`src/rtl/usart_regs_pkg.sv`:
```
package usart_regs_pkg;
    localparam int REG_W  = 32;
    localparam int ADDR_W = 13;
    localparam int DATA_W = 10;
    localparam int CHAR_W = 8;

    // status flag positions
    localparam int ST_RXFULL  = 5;
    localparam int ST_TXDONE  = 6;
    localparam int ST_TXEMPTY = 7;
    // control word 1 bit positions
    localparam int C1_RXIE  = 5;
    localparam int C1_RXEN  = 2;
    localparam int C1_PORTEN = 13;

    localparam logic [REG_W-1:0] STAT_RESET = 32'h0000_00C0;

    localparam logic [ADDR_W-1:0] OFF_STAT  = 13'h00;
    localparam logic [ADDR_W-1:0] OFF_DATA  = 13'h04;
    localparam logic [ADDR_W-1:0] OFF_BAUD  = 13'h08;
    localparam logic [ADDR_W-1:0] OFF_CTL1  = 13'h0C;
    localparam logic [ADDR_W-1:0] OFF_CTL2  = 13'h10;
    localparam logic [ADDR_W-1:0] OFF_CTL3  = 13'h14;
    localparam logic [ADDR_W-1:0] OFF_GUARD = 13'h18;

    typedef enum logic [2:0] {
        SEL_STAT, SEL_DATA, SEL_BAUD, SEL_CTL1,
        SEL_CTL2, SEL_CTL3, SEL_GUARD, SEL_NONE
    } reg_sel_e;

    typedef struct packed {
        logic [REG_W-1:0]  stat;
        logic [DATA_W-1:0] dat;
        logic [REG_W-1:0]  baud;
        logic [REG_W-1:0]  ctl1;
        logic [REG_W-1:0]  ctl2;
        logic [REG_W-1:0]  ctl3;
        logic [REG_W-1:0]  guard;
        logic              irq;
        logic              tx_valid;
        logic [CHAR_W-1:0] tx_char;
    } regs_t;
endpackage

```
`src/rtl/usart_addr_decode.sv`:
```
module usart_addr_decode
    import usart_regs_pkg::*;
(
    input  logic [ADDR_W-1:0] addr,
    output reg_sel_e          sel
);
    always_comb begin
        unique case (addr)
            OFF_STAT:  sel = SEL_STAT;
            OFF_DATA:  sel = SEL_DATA;
            OFF_BAUD:  sel = SEL_BAUD;
            OFF_CTL1:  sel = SEL_CTL1;
            OFF_CTL2:  sel = SEL_CTL2;
            OFF_CTL3:  sel = SEL_CTL3;
            OFF_GUARD: sel = SEL_GUARD;
            default:   sel = SEL_NONE;
        endcase
    end
endmodule

```
`src/rtl/usart_rx_gate.sv`:
```
module usart_rx_gate (
    input  logic rx_valid,
    input  logic rx_full,
    input  logic port_en,
    input  logic rx_en,
    output logic rx_ready,
    output logic take,
    output logic drop
);
    logic offered;
    always_comb begin
        rx_ready = ~rx_full;
        offered  = rx_valid & ~rx_full;
        take     = offered & port_en & rx_en;
        drop     = offered & ~(port_en & rx_en);
    end
endmodule

```
`src/rtl/usart_regfile.sv`:
```
module usart_regfile
    import usart_regs_pkg::*;
(
    input  logic              clk,
    input  logic              rst_n,
    input  logic [ADDR_W-1:0] bus_addr,
    input  logic              bus_wr,
    input  logic [REG_W-1:0]  bus_wdata,
    input  logic              bus_rd,
    output logic [REG_W-1:0]  bus_rdata,
    input  logic              rx_valid,
    input  logic [CHAR_W-1:0] rx_data,
    output logic              rx_ready,
    output logic              tx_valid,
    output logic [CHAR_W-1:0] tx_data,
    output logic              irq
);
    localparam int DPAD = DATA_W - CHAR_W;

    regs_t    s_d, s_q;
    reg_sel_e sel;
    logic     take, drop;

    // observation points for the bound checker
    logic [REG_W-1:0]  stat_w;
    logic [REG_W-1:0]  ctl1_w;
    logic [DATA_W-1:0] dat_w;

    usart_addr_decode u_dec (
        .addr (bus_addr),
        .sel  (sel)
    );

    usart_rx_gate u_rx (
        .rx_valid (rx_valid),
        .rx_full  (s_q.stat[ST_RXFULL]),
        .port_en  (s_q.ctl1[C1_PORTEN]),
        .rx_en    (s_q.ctl1[C1_RXEN]),
        .rx_ready (rx_ready),
        .take     (take),
        .drop     (drop)
    );

    always_comb begin
        s_d = s_q;
        s_d.tx_valid = 1'b0;

        // read side effects
        if (bus_rd) begin
            if (sel == SEL_STAT) begin
                s_d.stat[ST_TXDONE] = 1'b0;
            end else if (sel == SEL_DATA) begin
                s_d.stat[ST_TXEMPTY] = 1'b1;
                s_d.stat[ST_RXFULL]  = 1'b0;
                s_d.irq              = 1'b0;
            end
        end

        // write effects
        if (bus_wr) begin
            unique case (sel)
                SEL_STAT: begin
                    s_d.stat = s_d.stat & bus_wdata;
                    if (!s_d.stat[ST_RXFULL]) s_d.irq = 1'b0;
                end
                SEL_DATA: begin
                    s_d.dat                = bus_wdata[DATA_W-1:0];
                    s_d.tx_valid           = 1'b1;
                    s_d.tx_char            = bus_wdata[CHAR_W-1:0];
                    s_d.stat[ST_TXDONE]    = 1'b1;
                    s_d.stat[ST_TXEMPTY]   = 1'b0;
                end
                SEL_BAUD:  s_d.baud  = bus_wdata;
                SEL_CTL1: begin
                    s_d.ctl1 = bus_wdata;
                    if (bus_wdata[C1_RXIE] && s_d.stat[ST_RXFULL]) s_d.irq = 1'b1;
                end
                SEL_CTL2:  s_d.ctl2  = bus_wdata;
                SEL_CTL3:  s_d.ctl3  = bus_wdata;
                SEL_GUARD: s_d.guard = bus_wdata;
                default: ;
            endcase
        end

        // receive path; a dropped character needs no state change
        if (take) begin
            s_d.dat              = {{DPAD{1'b0}}, rx_data};
            s_d.stat[ST_RXFULL]  = 1'b1;
            if (s_d.ctl1[C1_RXIE]) s_d.irq = 1'b1;
        end
    end

    always_ff @(posedge clk) begin
        if (!rst_n) begin
            s_q       <= '0;
            s_q.stat  <= STAT_RESET;
        end else begin
            s_q <= s_d;
        end
    end

    always_comb begin
        bus_rdata = '0;
        if (bus_rd) begin
            unique case (sel)
                SEL_STAT:  bus_rdata = s_q.stat;
                SEL_DATA:  bus_rdata = {{(REG_W-DATA_W){1'b0}}, s_q.dat};
                SEL_BAUD:  bus_rdata = s_q.baud;
                SEL_CTL1:  bus_rdata = s_q.ctl1;
                SEL_CTL2:  bus_rdata = s_q.ctl2;
                SEL_CTL3:  bus_rdata = s_q.ctl3;
                SEL_GUARD: bus_rdata = s_q.guard;
                default:   bus_rdata = '0;
            endcase
        end
    end

    assign tx_valid = s_q.tx_valid;
    assign tx_data  = s_q.tx_char;
    assign irq      = s_q.irq;
    assign stat_w   = s_q.stat;
    assign ctl1_w   = s_q.ctl1;
    assign dat_w    = s_q.dat;

    logic unused_drop;
    assign unused_drop = drop;
endmodule

```
`config.mk`:
```
export PLATFORM = sky130hd
export DESIGN_NAME = usart_regfile
export DESIGN_NICKNAME = d
export VERILOG_FILES = /design/src/rtl/usart_regs_pkg.sv /design/src/rtl/usart_addr_decode.sv /design/src/rtl/usart_rx_gate.sv /design/src/rtl/usart_regfile.sv
export SDC_FILE = /design/constraint.sdc
export NUM_CORES = 1
export LEC_CHECK = 0
export ABC_AREA = 1
export BUFFER_PORTS_ARGS = -buffer_cell sky130_fd_sc_hd__buf_2
export CORE_MARGIN = 10
export CORE_UTILIZATION = 25
export DETAILED_ROUTE_END_ITERATION = 6
export GPL_TIMING_DRIVEN = 0
export SYNTH_ARGS = -nofsm -noshare
export SYNTH_HDL_FRONTEND = slang
export SYNTH_SLANG_ARGS = --single-unit
```
`constraint.sdc`:
```
create_clock -name clk -period 4.77 [get_ports clk]
set_clock_uncertainty 0.15 [all_clocks]
set_input_delay 0.477 -clock clk [delete_from_list [all_inputs] [get_ports clk]]
set_output_delay 0.477 -clock clk [all_outputs]
set_load 0.02 [all_outputs]
```
==> impl_metrics.tcl, run 1 <==
set metrics [dict create \
    run_status "finished, final reports clean" \
    wirelength_um 37240 \
    critPathMaxStageDelay_ns 0.74 \
    clock_sinks 212 \
    synth.avg_cell_area_um2 7.391 \
    syn_nets 1364 \
    post-cts-setup-buffers 0 \
    worst_pin_slew_ns 0.9138 \
    swShare 0.2285 \
    grt_max_degree 14 \
    n_fill_cell 4134 \
    ctsResizeCount 0 \
    path_buf_inv 7 \
    die_x_um 216.5 \
    syn_to_final_growth_pct 20.21 \
    synth_top_area_frac 0.4397 \
    p_leak_nw 5.033 \
    grt_pass1_wl_um 55520 \
    start_util 0.2551 \
    htree_levels 1 \
    max-slew-margin-rel 0.3908 \
    design.die.area_mm2 0.04687 \
    switching_power_w 0.0008720 \
    vias 9547 \
    drc 0 \
    cp_max_fo 10 \
    critical_path_class "input port to output pin" \
    finalSetupViolCount 0 \
    yosysTopAreaCell "dfxtp_1" \
    crit_family "buffers and inverters" \
    design_area_mm2 0.01160 \
    hold_class "input port to flop" \
    cp.arrival_ns 3.12 \
    fmax_mhz 267.0 \
    first_iter_violations 998 \
    rows 71 \
    powerDensity_mw_per_mm2 328.9 \
    netlist-cell-type-count 32 \
    required_ns 4.14 \
    io_pins 101 \
    maxCapViolations 0 \
    pwr-share-seq 0.464 \
    ys_ff_latch 212 \
    grt_pass1_vias 9237 \
    crit_slowest_cell "clkbuf_1" \
    gp_congestion 0.8881 \
    hold_buffers 0 \
    hold_violations 0 \
    vias_per_cell 4.871 \
    crit_chain "buf_2 > inv_1 > nor2_1 > nand2_1 > nor2_1 > nand2_2 > clkbuf_1 > clkbuf_1 > o21ai_0 > inv_1 > nand4_1 > nand2_1 > inv_1 > buf_2" \
    p_int_w 0.002945 \
    cts_buffers 24 \
    finalCritPeriodShare 0.7851 \
    cts-root-buf "clkbuf_16" \
    ys_warn_count 0 \
    worst_ir_drop_vdd_uv 228.9 \
    slew_viol_final 0 \
    dpl.hpwl_um 25970 \
    synth-main-ff-cell "dfxtp_1" \
    cp-end-kind "output pin" \
    multi_input_area_mm2 0.004128 \
    first_pass_iters 6 \
    postSynthCellCount 1306 \
    finalWorstPathRequiredPeriod_ns 3.745 \
    synth_async_sr_flop_share 0 \
    grt_setup_unrepaired "no" \
    comb_power_share 0.035 \
    seq_area_frac_synth 0.4397 \
    cts_tree "done" \
    synthTopCellsByCount "dfxtp_1, inv_1, nand2_1" \
    fin_cells 1960 \
    clkTransAtPathRegs_ns 0.06 \
    clock_latency_ns 0.54 \
    synth_edf_count 0 \
    drive_above_1_share 0.1562 \
    yosysMostFrequentCell "dfxtp_1" \
    startpoint_type "input port" \
    die_h_um 216.5 \
    final_antenna_net_count 0 \
    final_nets 1488 \
    wl_per_cell_um 19.00 \
    placedCellCount 1915 \
    synth.top_cells.by_area "dfxtp_1, inv_1, a21oi_1" \
    placed_cell_area_mm2 0.01078 \
    portBuffers 98 \
    syn_area_mm2 0.009653 \
    core_mm2 0.03784 \
    crit_top_cell "inv_1" \
    seqCellArea_mm2 0.004244 \
    pwr-share-clk 0.501 \
    grt_use_total 0.1521 \
    grt_overflow_total 0 \
    antenna_found_initial 2 \
    fin_tns_setup_ns 0 \
    clockBufferDepth 3 \
    power_w 0.003817 \
]
[metal layers]
metal / vias to the layer above / GRT usage / wire (µm)
met5: - / 0 / 0
met2: 427 / 0.2502 / 17170
li1: 4535 / - / -
met3: 89 / 0.02716 / 2787
met4: 0 / 0.05919 / 1297
met1: 4496 / 0.1937 / 15990
[power groups by stage]
stage | logic (W) | registers, W | clock network (W)
6_report | 0.000134 | 0.00177 | 0.00191
5_1_grt | 0.000144 | 0.00177 | 0.00199
4_1_cts | 0.000132 | 0.00177 | 0.00192
3_5_place_dp | 0.000132 | 0.00181 | 0
3_3_place_gp | 0.000130 | 0.00181 | 0
2_1_floorplan | 0.0000578 | 0.00181 | 0
[state kept, by name, indices dropped and copies added, names as in the netlist]
register	cells
dat_w	10
s_q	128
tx_data	8
stat_w	32
ctl1_w	32
irq	1
tx_valid	1
[cell usage in the layout (no fill, tap or decap), types with 3 or more instances in the layout]
| cell | instances |
|---|---|
| a21oi_1 | 125 |
| a21oi_2 | 27 |
| a31oi_1 | 6 |
| a32o_1 | 11 |
| buf_2 | 108 |
| buf_4 | 13 |
| buf_6 | 12 |
| clkbuf_1 | 54 |
| clkbuf_16 | 24 |
| clkbuf_8 | 7 |
| clkinv_1 | 4 |
| clkinv_2 | 4 |
| dfxtp_1 | 212 |
| inv_1 | 207 |
| inv_2 | 3 |
| nand2_1 | 134 |
| nand2_2 | 4 |
| nand3_1 | 63 |
| nand3_2 | 3 |
| nand3b_1 | 5 |
| nand4_1 | 21 |
| nand4_4 | 3 |
| nor2_1 | 117 |
| nor2_2 | 5 |
| nor2_4 | 7 |
| o211ai_1 | 29 |
| o21ai_0 | 114 |
| o21ai_1 | 95 |
| o21bai_1 | 13 |
| o22ai_1 | 6 |
[final timing paths]
kind	startpoint	endpoint	slack (ns)	cells after the start
worst max-delay path	bus_addr[4]	bus_rdata[0]	1.03	14
worst min-delay path	bus_wdata[25]	stat_w[25]	0.06	3
worst max register to register	ctl1_w[13]	dat_w[7]	3.11	5
worst min register to register	s_q[71]	s_q[71]	0.30	2
[cells by family after synthesis]
family,count (synthesis),share of synthesized area
compound gates,427,0.2504
simple gates,365,0.1762
buf+inv,301,0.1327
flops,212,0.4397
mux,1,0.001037
[worst min-delay path, delay by kind of cell]
kind | cells | cell delay (ns)
buffers and inverters | 2 | 0.15
AO/OA/AOI/OAI | 1 | 0.09
[layout make-up]
| cell class | count | area share |
|---|---|---|
| Inverter | 214 | 0.06923 |
| Timing Repair Buffer | 98 | 0.04227 |
| Antenna cell | 2 | 0.0004313 |
| Multi-Input combinational cell | 793 | 0.3557 |
| Clock buffer | 35 | 0.06135 |
| Buffer | 87 | 0.04119 |
| Tap cell | 511 | 0.05510 |
| Clock inverter | 8 | 0.008950 |
| Sequential cell | 212 | 0.3658 |
[metrics by stage]
stage	utilization	worst slack [ns]	hold slack (ns)
final	0.3066	1.025	0.05618
after global routing	0.3066	0.9158	0.07271
after global placement	0.2849	1.139	0.2876
after floorplan	-	2.102	0.2745
after detailed placement	0.2849	1.051	0.2921
after CTS	0.3065	1.046	0.05174
Note: power is estimated with default switching activity, not from simulation.
==> run 2: changes to the inputs <==
--- a/config.mk
+++ b/config.mk
@@ -5,7 +5,7 @@
 export SDC_FILE = /design/constraint.sdc
 export NUM_CORES = 1
 export LEC_CHECK = 0
-export ABC_AREA = 1
+export ABC_AREA = 0
 export BUFFER_PORTS_ARGS = -buffer_cell sky130_fd_sc_hd__buf_2
 export CORE_MARGIN = 10
 export CORE_UTILIZATION = 25
==> constraint.sdc (replaced) <==
create_clock -name clk -period 3.75 [get_ports clk]
set_clock_uncertainty 0.15 [all_clocks]
set_input_delay 0.375 -clock clk [delete_from_list [all_inputs] [get_ports clk]]
set_output_delay 0.375 -clock clk [all_outputs]
set_load 0.02 [all_outputs]
==> run 2 against run 1 <==
  * Sequential power up 27%
  * Critical path depth down 5
  * Synthesized cell count down 11%
  * Clock-buffer cell count down 2
  * Via count up 2.5%
  * Worst setup slack worse by 0.81 ns
  * Sequential share of layout area down 0.66 points
  * Combinational power up 120%
  * Flip-flop and latch count unchanged
  * Global-route usage down 0.17 points
  * Clock power up 31%
  * Critical path type unchanged
  * Largest power group unchanged
  * Highest routed layer unchanged
==> impl_metrics.tcl, run 2 <==
set metrics [dict create \
    fin_ws_ns 0.2169 \
    grt_pass1_wl_um 56160 \
    crit_slowest_cell "nor4_1" \
    run_status "finished, final reports clean" \
    swShare 0.2373 \
    synth-main-ff-cell "dfxtp_1" \
    design.die.area_mm2 0.04705 \
    cts-root-buf "clkbuf_16" \
    maxCapViolations 0 \
    drive_above_1_share 0.1480 \
    ys_warn_count 0 \
    pre_cts_slack_ns 0.2415 \
    crit_family "buffers and inverters" \
    mostFrequentLayoutCells "dfxtp_1, a21oi_1, o21ai_0, buf_2, nand3_1" \
    r2r-start "ctl1_w[13]" \
    start_util 0.2520 \
    diodes 0 \
    grt_setup_unrepaired "no" \
    comb_power_share 0.058 \
    post-cts-setup-buffers 0 \
    min_to "s_q[38]" \
    pwr-share-clk 0.496 \
    power_w 0.005053 \
    crit_top_cell "buf_2" \
    synth_top_area_frac 0.4378 \
    core_mm2 0.03847 \
    gp_congestion 0.9380 \
    reg2reg_depth 4 \
    powerDensity_mw_per_mm2 427.7 \
    regMostFlops "s_q" \
    syn_nets 1222 \
    cp-end-kind "output pin" \
    p_int_w 0.003854 \
    syn_area_mm2 0.009693 \
    clock_sinks 212 \
    fin_tns_setup_ns 0 \
    clockBufferDepth 3 \
    synth_edf_count 0 \
    yosysTopAreaCell "dfxtp_1" \
    die_x_um 216.9 \
    path_buf_inv 5 \
    netlist-cell-type-count 43 \
    max-slew-margin-rel 0.4135 \
    first_pass_iters 6 \
    placedCellCount 1780 \
    yosysMostFrequentCell "dfxtp_1" \
    cp_max_fo 18 \
    switching_power_w 0.001199 \
    htree_levels 1 \
    fmax_mhz 283.0 \
    io_pins 101 \
    die_h_um 216.9 \
    wirelength_um 37320 \
    required_ns 3.22 \
    synthTopCellsByCount "dfxtp_1, a21oi_1, o21ai_0" \
    synth.avg_cell_area_um2 8.327 \
    finalCritPeriodShare 0.9422 \
    critical_path_class "input port to output pin" \
    worst_pin_slew_ns 0.8798 \
    critPathMaxStageDelay_ns 0.55 \
    first_iter_violations 1024 \
    portBuffers 98 \
    min_path_cells 3 \
    min_from "bus_wdata[28]" \
    rows 72 \
    p_leak_nw 4.394 \
    multi_input_area_mm2 0.004836 \
    cts_buffers 23 \
    vias 9789 \
    worst_ir_drop_vdd_uv 239.8 \
    cts_tree "done" \
    syn_to_final_growth_pct 21.90 \
    grt_overflow_total 0 \
    fin_cells 1836 \
    seq_area_frac_synth 0.4378 \
    largest_reg_flops 128 \
    final_nets 1359 \
    wl_per_cell_um 20.33 \
    postSynthCellCount 1164 \
    antenna_found_initial 0 \
    synth_async_sr_flop_share 0 \
    synth.top_cells.by_area "dfxtp_1, a21oi_1, o21ai_0" \
    hold_class "input port to flop" \
    crit_chain "buf_2 > nor4_1 > buf_2 > and4_1 > buf_2 > buf_2 > a221oi_1 > a21oi_1 > buf_2" \
    ctsResizeCount 0 \
    n_fill_cell 4131 \
    grt_pass1_vias 9295 \
    slew_viol_final 0 \
    startpoint_type "input port" \
    clkTransAtPathRegs_ns 0.06 \
    dpl.hpwl_um 25970 \
    finalSetupViolCount 0 \
    grt_max_degree 14 \
    worstReg2RegEnd "dat_w[9]" \
    finalWorstPathRequiredPeriod_ns 3.533 \
    clock_latency_ns 0.54 \
    seqCellArea_mm2 0.004244 \
    drc 0 \
    r2r_slack_ns 2.07 \
    hold_violations 0 \
    grt_use_total 0.1504 \
    final_antenna_net_count 0 \
    vias_per_cell 5.332 \
    ys_ff_latch 212 \
    hold_ws_ns 0.009298 \
    final_common_cell "dfxtp_1" \
    pwr-share-seq 0.446 \
    cp.arrival_ns 3.01 \
]
-- run 2: power by group through the flow --
| stage | clock network (W) | registers [W] | logic, W |
|---|---|---|---|
| floorplan | 0 | 0.00230 | 0.000122 |
| global placement | 0 | 0.00230 | 0.000268 |
| detailed placement | 0 | 0.00230 | 0.000272 |
| CTS | 0.00254 | 0.00225 | 0.000286 |
| global route | 0.00264 | 0.00225 | 0.000307 |
| finish | 0.00251 | 0.00225 | 0.000295 |
-- run 2: cell type report --
class | count | share of cell area
Clock inverter | 9 | 0.01398
Buffer | 126 | 0.04871
Inverter | 9 | 0.002859
Tap cell | 518 | 0.05485
Timing Repair Buffer | 113 | 0.05421
Clock buffer | 33 | 0.05697
Sequential cell | 212 | 0.3592
Multi-Input combinational cell | 816 | 0.4093
-- run 2: routing by layer --
layer | vias to the layer above | wire (µm) | part of all wire | track usage
li1 | 4500 | - | - | -
met3 | 77 | 3813 | 0.10 | 0.03883
met2 | 477 | 16120 | 0.43 | 0.2242
met5 | - | 0 | 0 | 0
met4 | 0 | 1090 | 0.029 | 0.05220
met1 | 4735 | 16300 | 0.44 | 0.2059
-- run 2: stage by stage --
step	area (µm²)	utilization
6_report	11820	0.3072
5_1_grt	11820	0.3072
2_1_floorplan	9693	-
3_5_place_dp	10830	0.2816
4_1_cts	11820	0.3073
3_3_place_gp	10830	0.2816
-- run 2: worst register-to-register path, cell delays in order, from the launching register on --
cell      delay [ns]
dfxtp_1         0.46
nand4_1         0.37
clkbuf_1        0.35
nand2_1         0.17
a21oi_1         0.05
-- run 2: how the worst max path moves through the flow --
| stage | startpoint | to | slack, ns | cells past startpoint |
|---|---|---|---|---|
| after floorplan | bus_addr[8] | bus_rdata[9] | 1.21 | 6 |
| after global placement | bus_addr[8] | bus_rdata[13] | 0.25 | 9 |
| after detailed placement | bus_addr[8] | bus_rdata[13] | 0.24 | 9 |
| after CTS | bus_addr[8] | bus_rdata[13] | 0.18 | 9 |
| after global routing | bus_addr[8] | bus_rdata[24] | 0.06 | 9 |
| final | bus_addr[8] | bus_rdata[30] | 0.22 | 9 |
-- run 2: cell families after synthesis --
| logic type | share of synthesized area |
|---|---|
| simple gates | 0.1744 |
| mux | 0.07435 |
| compound gates | 0.2502 |
| flops | 0.4378 |
| buf+inv | 0.06325 |
-- run 2: what timing repair did --
| item | 4_1_cts | 5_1_grt |
|---|---|---|
| setup endpoints to repair | 0 | 1 |
| hold endpoints to repair | 30 | 0 |
| hold buffers | 15 | 0 |
